<file path="config.mk">
export PLATFORM = sky130hd
export DESIGN_NAME = smi_req_ctrl
export DESIGN_NICKNAME = d
export VERILOG_FILES = /design/src/rtl/smi_pkg.sv /design/src/rtl/smi_pin_edge.sv /design/src/rtl/smi_src_gate.sv /design/src/rtl/smi_req_ctrl.sv
export SDC_FILE = /design/constraint.sdc
export NUM_CORES = 1
export LEC_CHECK = 0
export BUFFER_PORTS_ARGS = -buffer_cell sky130_fd_sc_hd__buf_2
export CORE_MARGIN = 3
export CORE_UTILIZATION = 56
export DETAILED_ROUTE_END_ITERATION = 8
export PLACE_DENSITY = 0.94
export SETUP_SLACK_MARGIN = 0.02
export SYNTH_ARGS = -nofsm -noshare
export SYNTH_HDL_FRONTEND = slang
export SYNTH_HIERARCHICAL = 1
export SYNTH_SLANG_ARGS = --single-unit
</file>
<file path="constraint.sdc">
create_clock -name clk -period 3.13 [get_ports clk]
set_input_delay 0.1565 -clock clk [delete_from_list [all_inputs] [get_ports clk]]
set_output_delay 0.1565 -clock clk [all_outputs]
set_load 0.05 [all_outputs]
</file>
<file path="src/rtl/smi_pkg.sv">
package smi_pkg;
    localparam int NUM_SRC = 7;
    localparam int NUM_GRP = 2;

    localparam int SRC_POLL = 0;
    localparam int SRC_IDLE = 1;
    localparam int SRC_CMD  = 2;
    localparam int SRC_SWRQ = 3;
    localparam int SRC_EXT  = 4;
    localparam int SRC_BTN  = 5;
    localparam int SRC_BATT = 6;

    localparam logic [NUM_SRC-1:0] GRP_SW_MASK  = 7'b0001100;
    localparam logic [NUM_SRC-1:0] GRP_PIN_MASK = 7'b1110000;

    localparam logic [2:0] ADR_CTRL  = 3'd0;
    localparam logic [2:0] ADR_EN    = 3'd1;
    localparam logic [2:0] ADR_STAT  = 3'd2;
    localparam logic [2:0] ADR_CMD   = 3'd3;
    localparam logic [2:0] ADR_SWREQ = 3'd4;

    localparam int CB_GLOB = 0;
    localparam int CB_GATE = 1;
    localparam int CB_GSW  = 2;
    localparam int CB_GPIN = 3;
endpackage

</file>
<file path="src/rtl/smi_pin_edge.sv">
module smi_pin_edge #(
    parameter int STAGES = 2
) (
    input  logic clk,
    input  logic rst_n,
    input  logic pin_n,
    output logic fall
);
    typedef struct packed {
        logic [STAGES-1:0] sync;
        logic              prev;
    } edge_t;

    edge_t q, d;

    always_comb begin
        d      = q;
        d.sync = {q.sync[STAGES-2:0], pin_n};
        d.prev = q.sync[STAGES-1];
    end

    always_ff @(posedge clk or negedge rst_n) begin
        if (!rst_n) q <= '1;
        else        q <= d;
    end

    assign fall = q.prev & ~q.sync[STAGES-1];
endmodule

</file>
<file path="src/rtl/smi_src_gate.sv">
module smi_src_gate
    import smi_pkg::*;
(
    input  logic [NUM_SRC-1:0] evt,
    input  logic [NUM_SRC-1:0] src_en,
    input  logic [NUM_GRP-1:0] grp_en,
    input  logic               glob_en,
    output logic [NUM_SRC-1:0] set_vec
);
    for (genvar i = 0; i < NUM_SRC; i++) begin : g_src
        logic grp_ok;
        if (GRP_SW_MASK[i]) begin : g_sw
            assign grp_ok = grp_en[0];
        end else if (GRP_PIN_MASK[i]) begin : g_pin
            assign grp_ok = grp_en[1];
        end else begin : g_none
            assign grp_ok = 1'b1;
        end
        assign set_vec[i] = evt[i] & src_en[i] & grp_ok & glob_en;
    end
endmodule

</file>
<file path="src/rtl/smi_req_ctrl.sv">
module smi_req_ctrl
    import smi_pkg::*;
#(
    parameter int DATA_W      = 8,
    parameter int ADDR_W      = 3,
    parameter int SYNC_STAGES = 2
) (
    input  logic              clk,
    input  logic              rst_n,
    input  logic              poll_evt,
    input  logic              idle_evt,
    input  logic              ext_smi_n,
    input  logic              susp_btn_n,
    input  logic              batt_low_n,
    input  logic              reg_we,
    input  logic [ADDR_W-1:0] reg_addr,
    input  logic [DATA_W-1:0] reg_wdata,
    output logic [DATA_W-1:0] reg_rdata,
    output logic              smi_n
);
    localparam int NUM_PIN = 3;

    typedef struct packed {
        logic               glob;
        logic               gate;
        logic [NUM_GRP-1:0] grp;
        logic [NUM_SRC-1:0] en;
        logic [NUM_SRC-1:0] stat;
        logic               smi_n;
    } state_t;

    state_t q, d;

    logic [NUM_PIN-1:0] pin_raw, pin_fall;
    logic [NUM_SRC-1:0] evt, set_vec;
    logic               wr_ctrl, wr_en, wr_stat, wr_cmd, wr_swrq;

    assign pin_raw = {batt_low_n, susp_btn_n, ext_smi_n};

    for (genvar p = 0; p < NUM_PIN; p++) begin : g_pin
        smi_pin_edge #(.STAGES(SYNC_STAGES)) u_edge (
            .clk  (clk),
            .rst_n(rst_n),
            .pin_n(pin_raw[p]),
            .fall (pin_fall[p])
        );
    end

    assign wr_ctrl = reg_we && (reg_addr == ADDR_W'(ADR_CTRL));
    assign wr_en   = reg_we && (reg_addr == ADDR_W'(ADR_EN));
    assign wr_stat = reg_we && (reg_addr == ADDR_W'(ADR_STAT));
    assign wr_cmd  = reg_we && (reg_addr == ADDR_W'(ADR_CMD));
    assign wr_swrq = reg_we && (reg_addr == ADDR_W'(ADR_SWREQ));

    always_comb begin
        evt           = '0;
        evt[SRC_POLL] = poll_evt;
        evt[SRC_IDLE] = idle_evt;
        evt[SRC_CMD]  = wr_cmd;
        evt[SRC_SWRQ] = wr_swrq;
        evt[SRC_EXT]  = pin_fall[0];
        evt[SRC_BTN]  = pin_fall[1];
        evt[SRC_BATT] = pin_fall[2];
    end

    smi_src_gate u_gate (
        .evt    (evt),
        .src_en (q.en),
        .grp_en (q.grp),
        .glob_en(q.glob),
        .set_vec(set_vec)
    );

    always_comb begin
        d = q;
        if (wr_ctrl) begin
            d.glob = reg_wdata[CB_GLOB];
            d.gate = reg_wdata[CB_GATE];
            d.grp  = {reg_wdata[CB_GPIN], reg_wdata[CB_GSW]};
        end
        if (wr_en) d.en = reg_wdata[NUM_SRC-1:0];
        if (wr_stat) d.stat = q.stat & reg_wdata[NUM_SRC-1:0];
        d.stat  = d.stat | set_vec;
        d.smi_n = ~(d.gate & (|d.stat));
    end

    always_ff @(posedge clk or negedge rst_n) begin
        if (!rst_n) begin
            q       <= '0;
            q.smi_n <= 1'b1;
        end else begin
            q <= d;
        end
    end

    always_comb begin
        reg_rdata = '0;
        case (reg_addr)
            ADDR_W'(ADR_CTRL): begin
                reg_rdata[CB_GLOB] = q.glob;
                reg_rdata[CB_GATE] = q.gate;
                reg_rdata[CB_GSW]  = q.grp[0];
                reg_rdata[CB_GPIN] = q.grp[1];
            end
            ADDR_W'(ADR_EN):   reg_rdata[NUM_SRC-1:0] = q.en;
            ADDR_W'(ADR_STAT): reg_rdata[NUM_SRC-1:0] = q.stat;
            default:           reg_rdata = '0;
        endcase
    end

    assign smi_n = q.smi_n;

    logic               glob_q;
    logic [NUM_SRC-1:0] en_q, stat_q;
    assign glob_q = q.glob;
    assign en_q   = q.en;
    assign stat_q = q.stat;
endmodule


</file>
==> results.ini, run 1 <==
[floorplan]
die_area_um2 = 2940
initial_utilization_pct = 62.5
dieHeight_um = 54.2
std_cell_rows = 16
top_level_ports = 28
die-width_um = 54.2
core_area_um2 = 2080

[finish]
design_area_um2 = 1500
final_common_cell = buf_2
ff_latch_area_um2 = 713
nNetsFinal = 154
final_cell_mix = buf_2 (25), nor2_1 (23), dfrtp_1 (18)
syn_to_final_growth_pct = 15.4
n_antenna_cell = 0
multiInputGateArea_um2 = 553
fill_cells = 155
drive_gt1_share_pct = 46.3

[outcome]
status = finished clean

[critical_path]
rr_worst_depth = 6
critical_path_class = flip-flop to flip-flop
crit_arrival_ps = 2100
required_ps = 3360
crit_slowest_cell = dfstp_2
start_kind = flip-flop
critPathCaptureType = flip-flop
r2r_end = smi_n
max_stage_delay_ps = 580
reg2reg_slack_ps = 1260
cp_max_fo = 2
crit_chain = nor2b_4 -> and4_1 -> nor2_1 -> a21oi_2 -> or4_4 -> o41ai_2
worstReg2RegStart = g_pin[2].u_edge/d[0]

[routing]
vias = 931
drc_errors = 0
top_layer_used = met4
dr.pass1.iters = 4
dr_wl_met3_um = 166
viasPerCell = 5.78
routed_wl_mm = 2.62
wl_met2_mm = 1.41
avgRoutedWirePerCell_um = 16.3
ant_nets = 0
m1WireLength_mm = 1.02
drt_iter0_drc = 50

[global_routing]
grt_pass1_wl_mm = 4.21
grt_pass1_vias = 939
grt_max_degree = 29
grtUsageTotal_pct = 20.6
grt_overflow = 0
antenna_found_initial = 0

[clocking]
clk_pin_slew_ps = 130
ctsResizeCount = 0
cts_max_level = 1
cts_setup_buffers = 0
cts_root_buf = clkbuf_4
numClockSinks = 28
cts_tree = built
clock_latency_ps = 320
clk_path_buf_depth = 2
numCtsBuffers = 3

[timing]
fin_setup_tns_ps = 0
worstMarginPinSlew_ps = 599
fin_crit_ps = 1870
fmax_mhz = 535
drv_slew = 0
finalSetupViolCount = 0
worst_slack_ps = 1260
fin_crit_sh_pct = 59.7
hold_violations = 0
fin_skew_ps = 3.19
slew_headroom_pct = 60.1
rsz0062_at_grt = false
holdWs_ps = 85.8

[synthesis]
avgSynthCellArea_um2 = 12.2
synth_top_cell_by_area = dfrtp_1
yosysWarnings = 6
yosysSeqAreaShare_pct = 54.8
syn-num-nets = 126
syn_area_um2 = 1300
synthDistinctLibCells = 27
netlist_instances = 107
synth_top_area_share_pct = 34.6
yosys-top-cells-area = dfrtp_1 (35%), dfstp_2 (20%), mux2_2 (9.5%), nor2_1 (6.6%), and4_1 (3.4%)
synth_seq_cells = 28

[power_and_ir_drop]
ir_worst_vdd_v = 0.000502
powerDensity_nw_per_um2 = 591
power_uw = 887
leakagePower_uw = 0.000695

[worst_hold_path]
hp-class = primary input to flip-flop
min_delay_path_depth = 2
min_from = reg_wdata[6]
holdPathEnd = en_q[6]

[placed_design]
gp_congestion = 0.844
io_buffers = 25
dp_hpwl_mm = 1.84
post_dp_cell_area_um2 = 1430
pre_cts_ws_ps = 1300

[job]
drv_cap = 0

[sequential cells by signal (all words and copies together) (netlist names)]
register,count
g_pin.u_edge/q,3
glob_q,1
q,3
smi_n,1
en_q,7
g_pin.u_edge/d,6
stat_q,7
[layout make-up]
class	instances	share of cell area, %
tap	27	2.25
multi-input combinational	73	36.8
sequential	28	47.5
clock buffer	4	2.42
timing repair buffer	29	11.0
[logic make-up (layout without fill, tap and decap cells)]
logic type	after synthesis	count (layout)	synth area share (%)
DFF	28	28	54.8
AOI/OAI and AO/OA	15	15	7.98
buffers and inverters	6	33	2.69
and+or+nand+nor	42	42	21.6
muxes	15	15	12.6
other	1	1	0.288
[report_power, final]
group	switching [uW]	internal (uW)
Sequential	51.3	440
Clock	96.2	71.1
Combinational	136	91.5
Total	284	603
[how the worst max path moves through the flow]
stage	start	to	slack, ps	cells past startpoint
2_1_floorplan	g_pin[2].u_edge/d[0]	smi_n	1390	6
3_3_place_gp	g_pin[2].u_edge/d[0]	smi_n	1320	6
3_5_place_dp	g_pin[0].u_edge/d[0]	smi_n	1300	6
4_1_cts	g_pin[0].u_edge/d[0]	smi_n	1270	6
5_1_grt	g_pin[0].u_edge/d[0]	smi_n	1200	6
6_report	g_pin[2].u_edge/d[0]	smi_n	1260	6
[metrics by stage]
| step | std cells | util (%) |
|---|---|---|
| global placement | 153 | 68.4 |
| detailed placement | 153 | 68.4 |
| floorplan | 107 | - |
| global route | 161 | 72.1 |
| CTS | 161 | 72.1 |
| finish | 161 | 72.1 |
[Yosys cell counts (all sizes together)]
master and instances:
buf 3, nor2 23, mux2i 4, mux2 11
and2b 1, and4b 1, a22oi 3, and3b 1
clkbuf 3, a21o 1, nor4b 1, a21oi 10
or2b 1, and4bb 2, conb 1, dfstp 10
nor2b 4, and3 2, dfrtp 18, o41ai 1
and4 5, or4 1
[repair_timing]
| action | CTS | global route |
|---|---|---|
| setup endpoints to repair | 0 | 0 |
| hold buffers | 4 | 0 |
| endpoints found under the hold margin | 21 | 0 |
[worst max-delay path, delay by kind of cell, from the launching register on]
| kind | cells | cell delay, ps |
|---|---|---|
| DFF | 1 | 580 |
| and+or+nand+nor | 4 | 890 |
| AOI/OAI and AO/OA | 2 | 310 |
[per-layer routing]
metal  vias to the layer above  GRT usage (%)
li1                        433              -
met1                       456           24.7
met2                        38           36.1
met3                         4           3.32
met4                         0           8.71
met5                         -              0
Note: power is estimated with default switching activity, not from simulation.
==> run 2, diff against run 1 <==
--- a/config.mk
+++ b/config.mk
@@ -7,9 +7,9 @@
 export LEC_CHECK = 0
 export BUFFER_PORTS_ARGS = -buffer_cell sky130_fd_sc_hd__buf_2
 export CORE_MARGIN = 3
-export CORE_UTILIZATION = 56
+export CORE_UTILIZATION = 52
 export DETAILED_ROUTE_END_ITERATION = 8
-export PLACE_DENSITY = 0.94
+export PLACE_DENSITY = 0.89
 export SETUP_SLACK_MARGIN = 0.02
 export SYNTH_ARGS = -nofsm -noshare
 export SYNTH_HDL_FRONTEND = slang
==> constraint.sdc (replaced) <==
create_clock -name clk -period 1.8 [get_ports clk]
set_input_delay 0.09 -clock clk [delete_from_list [all_inputs] [get_ports clk]]
set_output_delay 0.09 -clock clk [all_outputs]
set_load 0.05 [all_outputs]
==> run 2 against run 1 <==
- the run now ends with setup timing left
- combinational power is 82% higher
- via count increased by 0.43%
- final cell count increased by 2.5%
- clock skew fell by 1.0 ps
- sequential cell count unchanged
- count of clock-buffer cells in the layout stayed put
- power is 79% higher
- fmax up 3.0%
- critical path type unchanged
==> results.ini, run 2 (same netlist as run 1, synthesis figures left out) <==
[outcome]
violations = setup timing
status = finished with violations

[floorplan]
initial_utilization_pct = 56.6
die_area_um2 = 3140
dieHeight_um = 56.0
top_level_ports = 28
core_area_um2 = 2300
std_cell_rows = 17
die-width_um = 56.0

[timing]
hold_violations = 0
slew_headroom_pct = 59.8
worst_slack_ps = -15.3
fin_crit_sh_pct = 101
fin_skew_ps = 2.19
worstMarginPinSlew_ps = 603
drv_slew = 0
fmax_mhz = 551
fin_crit_ps = 1820
rsz0062_at_grt = true
finalSetupViolCount = 1

[critical_path]
crit_chain = nor2b_4 -> and4_4 -> nor2_4 -> a21oi_2 -> or4_4 -> o41ai_2
cp_top_family = simple AND/OR/NAND/NOR gates
path_buf_inv = 0
required_ps = 2040
crit_slowest_cell = dfstp_2
crit_arrival_ps = 2050
critical_path_class = flip-flop to flip-flop
critPathCaptureType = flip-flop
max_stage_delay_ps = 580
start_kind = flip-flop
cp_max_fo = 2

[power_and_ir_drop]
leakagePower_uw = 0.000715
ir_worst_vdd_v = 0.000750
powerDensity_nw_per_um2 = 1020

[placed_design]
gp_congestion = 0.892
post_dp_cell_area_um2 = 1430
io_buffers = 25

[clocking]
clk_pin_slew_ps = 140
numCtsBuffers = 3
clock_latency_ps = 320
cts_tree = built
numClockSinks = 28
clk_path_buf_depth = 2
cts_max_level = 1
cts_root_buf = clkbuf_4

[global_routing]
grt_overflow = 0
grt_pass1_wl_mm = 4.36
antenna_found_initial = 0
grt_pass1_vias = 928
grtUsageTotal_pct = 17.6
grt_max_degree = 29

[routing]
drt_iter0_drc = 26
avgRoutedWirePerCell_um = 16.1
viasPerCell = 5.67
vias = 935
drc_errors = 0
routed_wl_mm = 2.65
dr.pass1.iters = 4
ant_nets = 0

[finish]
final_common_cell = buf_2
n_antenna_cell = 0
drive_gt1_share_pct = 51.1
syn_to_final_growth_pct = 19.3
design_area_um2 = 1550
final_cell_mix = buf_2 (25), nor2_1 (19), dfrtp_1 (18)
utilization_pct = 67.6
nNetsFinal = 157

[job]
drv_cap = 0

[worst_hold_path]
hp-class = primary input to flip-flop

[run 2: changes by cell type in the layout (fill, tap and decap cells not counted)]
| cell | delta |
|---|---|
| nor2_4 | +2 |
| dlygate4sd3_1 | +1 |
| and4_4 | +2 |
| nor2_1 | -4 |
| nor2_2 | +2 |
| and4_1 | -2 |
| buf_4 | +2 |
[run 2: report_power, final]
group          switching (uW)  internal [uW]
registers                 100            765
clock network             180            124
logic                     238            176
[run 2: path summary, 6_finish.rpt]
check                      depth (start not counted)                   end  slack (ps)            startpoint
setup / recovery                                   6                 smi_n         -20  g_pin[2].u_edge/d[0]
hold / removal                                     2               en_q[5]           5          reg_wdata[5]
setup reg to reg                                   6                 smi_n         -20  g_pin[2].u_edge/d[0]
hold reg to reg                                    0  g_pin[1].u_edge/d[0]         370  g_pin[1].u_edge/d[2]
max in group asynchronous                          2             stat_q[4]        1120                 rst_n
min in group asynchronous                          2               en_q[2]         290                 rst_n
[run 2: final cells by class]
type	count	area [um2]
Multi-Input combinational cell	73	578
Clock buffer	4	36.3
Timing Repair Buffer	32	190
Fill cell	165	744
Tap cell	28	35.0
Sequential cell	28	713
[run 2: per-layer routing]
metal	track usage (%)	routed length, um	vias to the layer above
met2	29.5	1360	26
li1	-	-	437
met1	22.6	1120	467
met5	0	0	-
met4	6.10	40	0
met3	3.25	136	5
[run 2: metrics by stage]
| step | setup TNS, ps | setup WS, ps | cells | hold slack [ps] | total power [uW] |
|---|---|---|---|---|---|
| floorplan | 0 | 57.6 | 107 | -206 | 1140 |
| global placement | 0 | 18.7 | 155 | 123 | 1230 |
| detailed placement | -37.8 | -37.8 | 155 | 128 | 1250 |
| CTS | -61.0 | -61.0 | 164 | 1.69 | 1560 |
| global route | -46.1 | -46.1 | 165 | 0.808 | 1670 |
| finish | -15.3 | -15.3 | 165 | 4.56 | 1580 |
[run 2: repair_timing]
item | in CTS | in global routing
endpoints found under the setup margin | 1 | 1
gates resized for setup | 0 | 8
buffers inserted | 1 | 0
hold buffers | 4 | 1
pin swaps | 0 | 1
gates cloned | 0 | 0
endpoints found under the hold margin | 21 | 1
==> run 3, diff against run 2 <==
--- a/config.mk
+++ b/config.mk
@@ -9,6 +9,7 @@
 export CORE_MARGIN = 3
 export CORE_UTILIZATION = 52
 export DETAILED_ROUTE_END_ITERATION = 8
+export HOLD_SLACK_MARGIN = 0.06
 export PLACE_DENSITY = 0.89
 export SETUP_SLACK_MARGIN = 0.02
 export SYNTH_ARGS = -nofsm -noshare
==> run 3 against run 2 <==
- the flow now finishes without violations
- final area up 3.9%
- first-iteration DRC count unchanged
- count of clock-buffer cells in the layout unchanged
- clock power down 2%
- power up 0.56%
- hold slack better by 240 ps
- utilization up 2.6 points
- sequential share of layout area down 1.7 points
- critical path depth unchanged
- fmax up 0.89%
- via count up 4.5%
- largest power group unchanged
==> results.ini, run 3 (same netlist as run 1, synthesis figures left out) <==
[finish]
drive_gt1_share_pct = 49.0
final_cell_mix = buf_2 (25), nor2_1 (19), dfrtp_1 (18)
ff_latch_area_um2 = 713
design_area_um2 = 1610
final_common_cell = buf_2
syn_to_final_growth_pct = 23.9
fill_cells = 161
multiInputGateArea_um2 = 578
n_antenna_cell = 0
nNetsFinal = 163

[timing]
rsz0062_at_grt = true
fin_crit_sh_pct = 100
fin_crit_ps = 1800
slew_headroom_pct = 59.8
fmax_mhz = 556
worstMarginPinSlew_ps = 602
drv_slew = 0
finalSetupViolCount = 0
hold_violations = 0
fin_skew_ps = 1.18

[routing]
viasPerCell = 5.71
drt_iter0_drc = 26
dr.pass1.iters = 4
drc_errors = 0
vias = 977
ant_nets = 0
avgRoutedWirePerCell_um = 15.7
routed_wl_mm = 2.69

[critical_path]
max_stage_delay_ps = 590
start_kind = flip-flop
cp_max_fo = 2
critical_path_class = flip-flop to flip-flop
crit_arrival_ps = 2030
crit_chain = nor2b_4 -> and4_4 -> nor2_2 -> a21oi_2 -> or4_4 -> o41ai_2
crit_slowest_cell = dfstp_2
reg2reg_slack_ps = 0.6
required_ps = 2030
critPathCaptureType = flip-flop

[global_routing]
grt_pass1_wl_mm = 4.43
grtUsageTotal_pct = 17.9
grt_overflow = 0
antenna_found_initial = 0
grt_pass1_vias = 935
grt_max_degree = 29

[job]
drv_cap = 0

[clocking]
numClockSinks = 28
clk_path_buf_depth = 2
cts_root_buf = clkbuf_4
clk_pin_slew_ps = 140
cts_max_level = 1
cts_tree = built
numCtsBuffers = 3
clock_latency_ps = 320

[placed_design]
gp_congestion = 0.892
post_dp_cell_area_um2 = 1430
io_buffers = 25

[floorplan]
std_cell_rows = 17
initial_utilization_pct = 56.6
dieHeight_um = 56.0
top_level_ports = 28
core_area_um2 = 2300
die_area_um2 = 3140
die-width_um = 56.0

[worst_hold_path]
hp-class = primary input to flip-flop

[outcome]
status = finished clean

[power_and_ir_drop]
power_uw = 1590
leakagePower_uw = 0.000740
powerDensity_nw_per_um2 = 987
ir_worst_vdd_v = 0.000751

-- run 3: path summary, 6_finish.rpt --
path,start,endpoint,cells after the start
max in group asynchronous,rst_n,en_q[6],2
worst min register to register,g_pin[1].u_edge/d[2],g_pin[1].u_edge/d[0],0
worst max-delay path,g_pin[0].u_edge/d[0],smi_n,6
worst min-delay path,idle_evt,stat_q[1],4
worst max register to register,g_pin[0].u_edge/d[0],smi_n,6
min in group asynchronous,rst_n,en_q[2],2
-- run 3: cell type report --
type                    count  share of cell area, %
flip-flops and latches     28                   44.2
repair buffers             38                   15.5
clock buffers               4                   2.25
multi-input cells          73                   35.8
well taps                  28                   2.17
-- run 3: routing by layer --
layer  GRT usage, %  part of all wire, %  vias up
li1               -                    -      452
met1           23.5                   42      472
met2           28.4                   49       45
met3           3.71                  6.3        8
met4           7.80                  2.0        0
met5              0                    0        -
-- run 3: power by group --
group / internal, uW / total, uW / switching [uW]
clock: 124 / 299 / 175
combinational: 184 / 426 / 242
sequential: 765 / 866 / 101
total: 1070 / 1590 / 518
-- run 3: per-stage QoR --
stage               std cells  util [%]  TNS, ps  hold WS [ps]  setup WS (ps)
detailed placement        155      62.4    -37.8           128          -37.8
finish                    171      70.2        0           243          0.620
floorplan                 107         -        0          -206           57.6
CTS                       171      69.1    -61.0           218          -61.0
global placement          155      62.4        0           123           18.7
global route              171      70.2    -47.8           215          -47.8
-- run 3: critical path: cells and delay by family (launching register included) --
kind,cells,cell delay [ps]
AND/OR/NAND/NOR,4,830
flip-flops,1,590
AO/OA/AOI/OAI,2,300
-- run 3: repair_timing --
| action | in CTS | in global routing |
|---|---|---|
| pin swaps | 0 | 1 |
| hold buffers | 11 | 0 |
| setup endpoints to repair | 1 | 1 |
| buffers inserted | 1 | 0 |
| hold endpoints to repair | 32 | 0 |
| gates resized for setup | 0 | 8 |
